===== config.mk =====
export PLATFORM = sky130hd
export DESIGN_NAME = one_shot_pulser
export DESIGN_NICKNAME = d
export VERILOG_FILES = /design/src/rtl/one_shot_pkg.sv /design/src/rtl/one_shot_sync.sv /design/src/rtl/one_shot_qualify.sv /design/src/rtl/one_shot_timer.sv /design/src/rtl/one_shot_pulser.sv
export SDC_FILE = /design/constraint.sdc
export NUM_CORES = 1
export LEC_CHECK = 0
export BUFFER_PORTS_ARGS = -buffer_cell sky130_fd_sc_hd__buf_2
export CAP_MARGIN = 20
export CORE_MARGIN = 4
export CORE_UTILIZATION = 40
export CTS_CLUSTER_SIZE = 8
export DETAILED_ROUTE_END_ITERATION = 12
export PLACE_DENSITY = 0.62
export SETUP_SLACK_MARGIN = 0.2
export SLEW_MARGIN = 25
export SYNTH_ARGS = -nofsm -noshare
export SYNTH_HDL_FRONTEND = slang
export SYNTH_SLANG_ARGS = --single-unit

===== constraint.sdc =====
create_clock -name clk -period 3.4 [get_ports clk]
set_clock_uncertainty 0.2 [all_clocks]
set_input_delay 0.17 -clock clk [delete_from_list [all_inputs] [get_ports clk]]
set_output_delay 0.17 -clock clk [all_outputs]
set_load 0.02 [all_outputs]

===== src/rtl/one_shot_pkg.sv =====
// Package: one_shot_pkg
// Shared index constants for the one-shot pulser's synchronized input vector.
// Assumes the three control inputs are packed in the order given below.
package one_shot_pkg;
    localparam int IN_FALL  = 0;   // falling-edge trigger
    localparam int IN_RISE  = 1;   // rising-edge trigger
    localparam int IN_CLEAR = 2;   // active-low clear
    localparam int NUM_IN   = 3;
endpackage


===== src/rtl/one_shot_sync.sv =====
// Module: one_shot_sync
// Multi-bit synchronizer chain with a one-cycle history register per bit.
// Assumes each bit is an independent asynchronous level. During reset every
// stage and the history are loaded from the raw input, so when reset is
// released the history equals the current level and no false edge appears.
module one_shot_sync #(
    parameter int N      = 3,
    parameter int STAGES = 2
) (
    input  logic         clk,
    input  logic         rst_n,
    input  logic [N-1:0] din,
    output logic [N-1:0] lvl,
    output logic [N-1:0] prev
);
    localparam int LAST = STAGES - 1;

    logic [N-1:0] chain [STAGES];

    // Stage 0 samples the asynchronous inputs.
    always_ff @(posedge clk) begin
        if (!rst_n) chain[0] <= din;
        else        chain[0] <= din;
    end

    // Later stages shift the sampled value along the chain.
    for (genvar s = 1; s < STAGES; s++) begin : g_stage
        always_ff @(posedge clk) begin
            if (!rst_n) chain[s] <= din;
            else        chain[s] <= chain[s-1];
        end
    end

    // History register holds the synchronized level from the previous cycle.
    always_ff @(posedge clk) begin
        if (!rst_n) prev <= din;
        else        prev <= chain[LAST];
    end

    assign lvl = chain[LAST];
endmodule


===== src/rtl/one_shot_qualify.sv =====
// Module: one_shot_qualify
// Detects edges on the synchronized inputs and decides whether a trigger is
// accepted. Assumes lvl/prev come from one_shot_sync and busy from the timer.
module one_shot_qualify
    import one_shot_pkg::*;
(
    input  logic              clk,
    input  logic              rst_n,
    input  logic [NUM_IN-1:0] lvl,
    input  logic [NUM_IN-1:0] prev,
    input  logic              busy,
    output logic              fire
);
    logic fall_edge, rise_edge, clear_release;
    logic enable_fall, enable_rise, enable_clear;

    // Edge detection per input.
    always_comb begin
        fall_edge     = prev[IN_FALL] & ~lvl[IN_FALL];
        rise_edge     = ~prev[IN_RISE] & lvl[IN_RISE];
        clear_release = ~prev[IN_CLEAR] & lvl[IN_CLEAR];
    end

    // Each trigger is enabled by the opposite input's level.
    always_comb begin
        enable_fall  = fall_edge & lvl[IN_RISE];
        enable_rise  = rise_edge & ~lvl[IN_FALL];
        enable_clear = clear_release & ~lvl[IN_FALL] & lvl[IN_RISE];
    end

    // Accept only when idle and not held in clear.
    always_comb begin
        fire = lvl[IN_CLEAR] & ~busy & (enable_fall | enable_rise | enable_clear);
    end

    // held clear blocks every trigger.
    assert_no_fire_in_clear_R3: assert property (@(posedge clk) disable iff (!rst_n)
        (!lvl[IN_CLEAR]) |-> !fire);

    // a fire always has some input edge behind it.
    assert_fire_needs_edge_R1: assert property (@(posedge clk) disable iff (!rst_n)
        fire |-> (lvl != prev));
endmodule


===== src/rtl/one_shot_timer.sv =====
// Module: one_shot_timer
// Down-counter that sets the pulse length. Assumes load is asserted only when
// idle; a held clear empties it regardless of load.
module one_shot_timer #(
    parameter int CNT_W = 8
) (
    input  logic             clk,
    input  logic             rst_n,
    input  logic             clear_lvl,
    input  logic             load,
    input  logic [CNT_W-1:0] width,
    output logic             busy
);
    localparam logic [CNT_W-1:0] ZERO = '0;
    localparam logic [CNT_W-1:0] ONE  = CNT_W'(1);

    logic [CNT_W-1:0] cnt;

    // Counter: reset, clear, load, then count down to zero.
    always_ff @(posedge clk) begin
        if (!rst_n)            cnt <= ZERO;
        else if (!clear_lvl)   cnt <= ZERO;
        else if (load)         cnt <= width;
        else if (cnt != ZERO)  cnt <= cnt - ONE;
    end

    // Pulse is active while the counter is nonzero.
    assign busy = (cnt != ZERO);

    // a held clear empties the counter on the next edge.
    assert_clear_empties_R3: assert property (@(posedge clk) disable iff (!rst_n)
        (!clear_lvl) |=> (cnt == ZERO));

    // a running count never grows (no retrigger from the qualifier).
    assert_no_extend_R5: assert property (@(posedge clk) disable iff (!rst_n)
        (cnt != ZERO) |=> (cnt < $past(cnt)));

    // an accepted trigger captures the width input.
    assert_width_load_R7: assert property (@(posedge clk) disable iff (!rst_n)
        (load && clear_lvl) |=> (cnt == $past(width)));
endmodule


===== src/rtl/one_shot_pulser.sv =====
// Module: one_shot_pulser
// Top of the non-retriggerable one-shot: synchronizer, trigger qualifier and
// width timer. Assumes all control inputs are asynchronous levels.
module one_shot_pulser
    import one_shot_pkg::*;
#(
    parameter int CNT_W       = 8,
    parameter int SYNC_STAGES = 2
) (
    input  logic             clk,
    input  logic             rst_n,
    input  logic             fall_trig_in,
    input  logic             rise_trig_in,
    input  logic             clear_n_in,
    input  logic [CNT_W-1:0] width_in,
    output logic             pulse_out,
    output logic             pulse_n_out
);
    logic [NUM_IN-1:0] raw, lvl, prev;
    logic              busy, fire;

    // Pack the control inputs in package order.
    always_comb begin
        raw           = '0;
        raw[IN_FALL]  = fall_trig_in;
        raw[IN_RISE]  = rise_trig_in;
        raw[IN_CLEAR] = clear_n_in;
    end

    one_shot_sync #(.N(NUM_IN), .STAGES(SYNC_STAGES)) u_sync (
        .clk(clk), .rst_n(rst_n), .din(raw), .lvl(lvl), .prev(prev)
    );

    one_shot_qualify u_qual (
        .clk(clk), .rst_n(rst_n), .lvl(lvl), .prev(prev), .busy(busy), .fire(fire)
    );

    one_shot_timer #(.CNT_W(CNT_W)) u_timer (
        .clk(clk), .rst_n(rst_n), .clear_lvl(lvl[IN_CLEAR]), .load(fire),
        .width(width_in), .busy(busy)
    );

    // Complementary outputs driven from the timer state.
    assign pulse_out   = busy;
    assign pulse_n_out = ~busy;

    // outputs always complementary.
    assert_complement_R6: assert property (@(posedge clk) disable iff (!rst_n)
        pulse_out != pulse_n_out);

    // a pulse only begins the cycle after an accepted trigger.
    assert_rise_after_fire_R8: assert property (@(posedge clk) disable iff (!rst_n)
        $rose(pulse_out) |-> $past(fire));

    // a zero width accepted yields no pulse.
    assert_zero_width_R7: assert property (@(posedge clk) disable iff (!rst_n)
        (fire && width_in == '0) |=> !pulse_out);
endmodule


==> reports/results.ini <==
[placement]
port_buffers=14
place_area_um2=819.5
routabilityCongestion=0.8657
hpwl_um=1078

[floorplanning]
io_pins=15
fp-row-count=15
die_h_um=50.82
dieArea_um2=2582
start_util=0.4246
die_w_um=50.82
core_um2=1727

[worst_setup_path]
crit_end=pulse_out
critical_path.max_fanout=10
reg2reg_depth=7
crit_start=u_timer.cnt[0]
end_kind=output port
rr_endpoint=u_timer.cnt[0]
r2r_start=u_timer.cnt[0]
critPathLaunchType=flip-flop
worstPathRequired_ns=3.03
criticalPathCategory=reg -> out
r2r_slack_ns=1.46
arrival_ns=1.78

[status]
status=complete, no violations

[finish]
layout-drive-gt1-share=0.2037
area.growth.synth_to_final_pct=30.89
design_area_um2=959.7
n_antenna_cell=0
num-fill-cells=169
num-nets-final=124

[yosys]
ys_types=27
postSynth.asyncResetShare=0
ys.flop_type=dfxtp_1
avgSynthCellArea_um2=9.052
synthTopCellsByCount=17 x dfxtp_1, 17 x nand2_1, 6 x a21oi_1
synthCells=81
yosysSeqAreaShare=0.4642
synth-seq-cells=17
synth_area_um2=733.2
synth_warnings=0
synth_top_area_frac=0.4642
synth_fp_nets=96
synth_top_area_cell=dfxtp_1
netlist_top_cells_area=dfxtp_1 46%, nand2_1 8.7%, a21oi_1 4.1%, xor2_1 3.6%, ha_1 3.4%
synth-edff-count=0

[clock_tree]
clk_pin_slew_worst_paths_ns=0.10
cts_tree=done
ctsResizeCount=0
cts_setup_buffers=0
cts_hold_buffers=11
cts_buffers=3
htreeDepth=1
root_buffer=clkbuf_4
cts_num_sinks=17
clock_latency_ns=0.29
cts_buffer_depth=2

[grt]
grt_pass1_vias=637
antenna_found_initial=0
grt_usage=0.1374
grt_remaining_overflow=0
grt_pass1_wl_um=2656
grt_max_degree=12

[min_path]
hold_class=in -> reg
hp-start=width_in[1]

[power_and_ir_drop]
comb_power_share=0.588
p_per_area_nw_per_um2=1044
p_leak_nw=0.4250
switchingPower_mw=0.4711
peakVddDrop_mv=0.5581
cellInternalPower_mw=0.5311
clkPwrFrac=0.110
pwr-share-seq=0.302
switching_share=0.4701

[sta]
setup_viol=0
slew_viol_final=0
finalCritPeriodShare=0.6310
rsz0062_at_grt=false
worstMarginPinSlew_ns=0.5935
fmax_mhz=466.1
tns_ns=0
hold_viol_final=0
relSlewSlack=0.6022
min_period_ns=2.145

[detailed_routing]
viasPerCell=4.714
drc=0
detail-route-antenna-nets=0
dr_total_vias=627
drt-wirelength-per-cell_um=11.52
drt_iter0_markers=9
first_pass_iters=4
routed_wl_um=1532

[job]
maxCapViolations=0

critical path: stages (launching register included):
cell	delay, ns
dfxtp_1	0.36
inv_1	0.09
ha_1	0.15
nor4b_2	0.23
and2_1	0.38
inv_4	0.11
buf_2	0.18
power groups by stage:
stage               registers (mW)  logic [mW]  clock network, mW
floorplan                    0.295       0.504                  0
detailed placement           0.307       0.584                  0
global route                 0.313       0.654              0.126
CTS                          0.303       0.596              0.115
global placement             0.308       0.561                  0
finish                       0.303       0.589              0.110
stage by stage:
stage / hold slack [ns] / cells / util / power (mW) / worst slack [ns]
2_1_floorplan: -0.002283 / 81 / - / 0.7989 / 1.608
3_3_place_gp: 0.08720 / 118 / 0.4746 / 0.8689 / 1.589
3_5_place_dp: 0.08944 / 118 / 0.4746 / 0.8911 / 1.475
4_1_cts: 0.02448 / 133 / 0.5558 / 1.014 / 1.234
5_1_grt: 0.05219 / 133 / 0.5558 / 1.093 / 1.106
6_report: 0.02274 / 133 / 0.5558 / 1.002 / 1.255
state kept, by name, indices dropped and copies added (netlist names):
register / flops
u_sync.chain: 6
u_timer.cnt: 8
u_sync.prev: 3
how the worst min path moves through the flow:
stage	cells after the start	slack [ns]	to
detailed placement	1	0.09	u_sync.chain[0][2]
finish	3	0.02	u_timer.cnt[1]
global route	3	0.05	u_timer.cnt[1]
floorplan	0	-0.002	u_sync.chain[0][0]
global placement	1	0.09	u_sync.chain[0][2]
CTS	3	0.02	u_timer.cnt[1]
area by class of cell:
class / count / area [µm²] / area share
multi-input combinational: 59 / 364.1 / 0.3794
sequential: 17 / 340.3 / 0.3546
timing repair buffer: 25 / 180.2 / 0.1877
tap: 25 / 31.28 / 0.03259
clock buffer: 3 / 22.52 / 0.02347
inverter: 3 / 13.76 / 0.01434
clock inverter: 1 / 7.507 / 0.007823
routing by layer:
metal,GRT usage,routed length [µm],share of wire,up-vias
li1,-,-,-,335
met1,0.1568,702,0.46,280
met2,0.2435,768,0.50,10
met3,0.03790,49,0.032,2
met4,0.04933,12,0.0078,0
met5,0,0,0,-
cell usage in the layout (no fill, tap or decap), types with 3 or more instances in the layout:
cell type / count
nand2_1: 17
xor2_1: 3
a211oi_1: 3
a21oi_1: 6
clkbuf_4: 3
buf_2: 14
dfxtp_1: 17
nor3_1: 3
dlygate4sd3_1: 11
nor2_1: 4
nand2b_1: 3
nand3_1: 3
logic make-up after synthesis:
logic type	count (synthesis)	synth area share
buffers and inverters	5	0.03925
multiplexers	2	0.02730
adder cells (fa/ha/maj)	2	0.03412
AO/OA/AOI/OAI	13	0.1178
AND/OR/NAND/NOR	38	0.2696
flip-flops	17	0.4642
XOR/XNOR	4	0.04779
(Power assumes the default switching activity.)
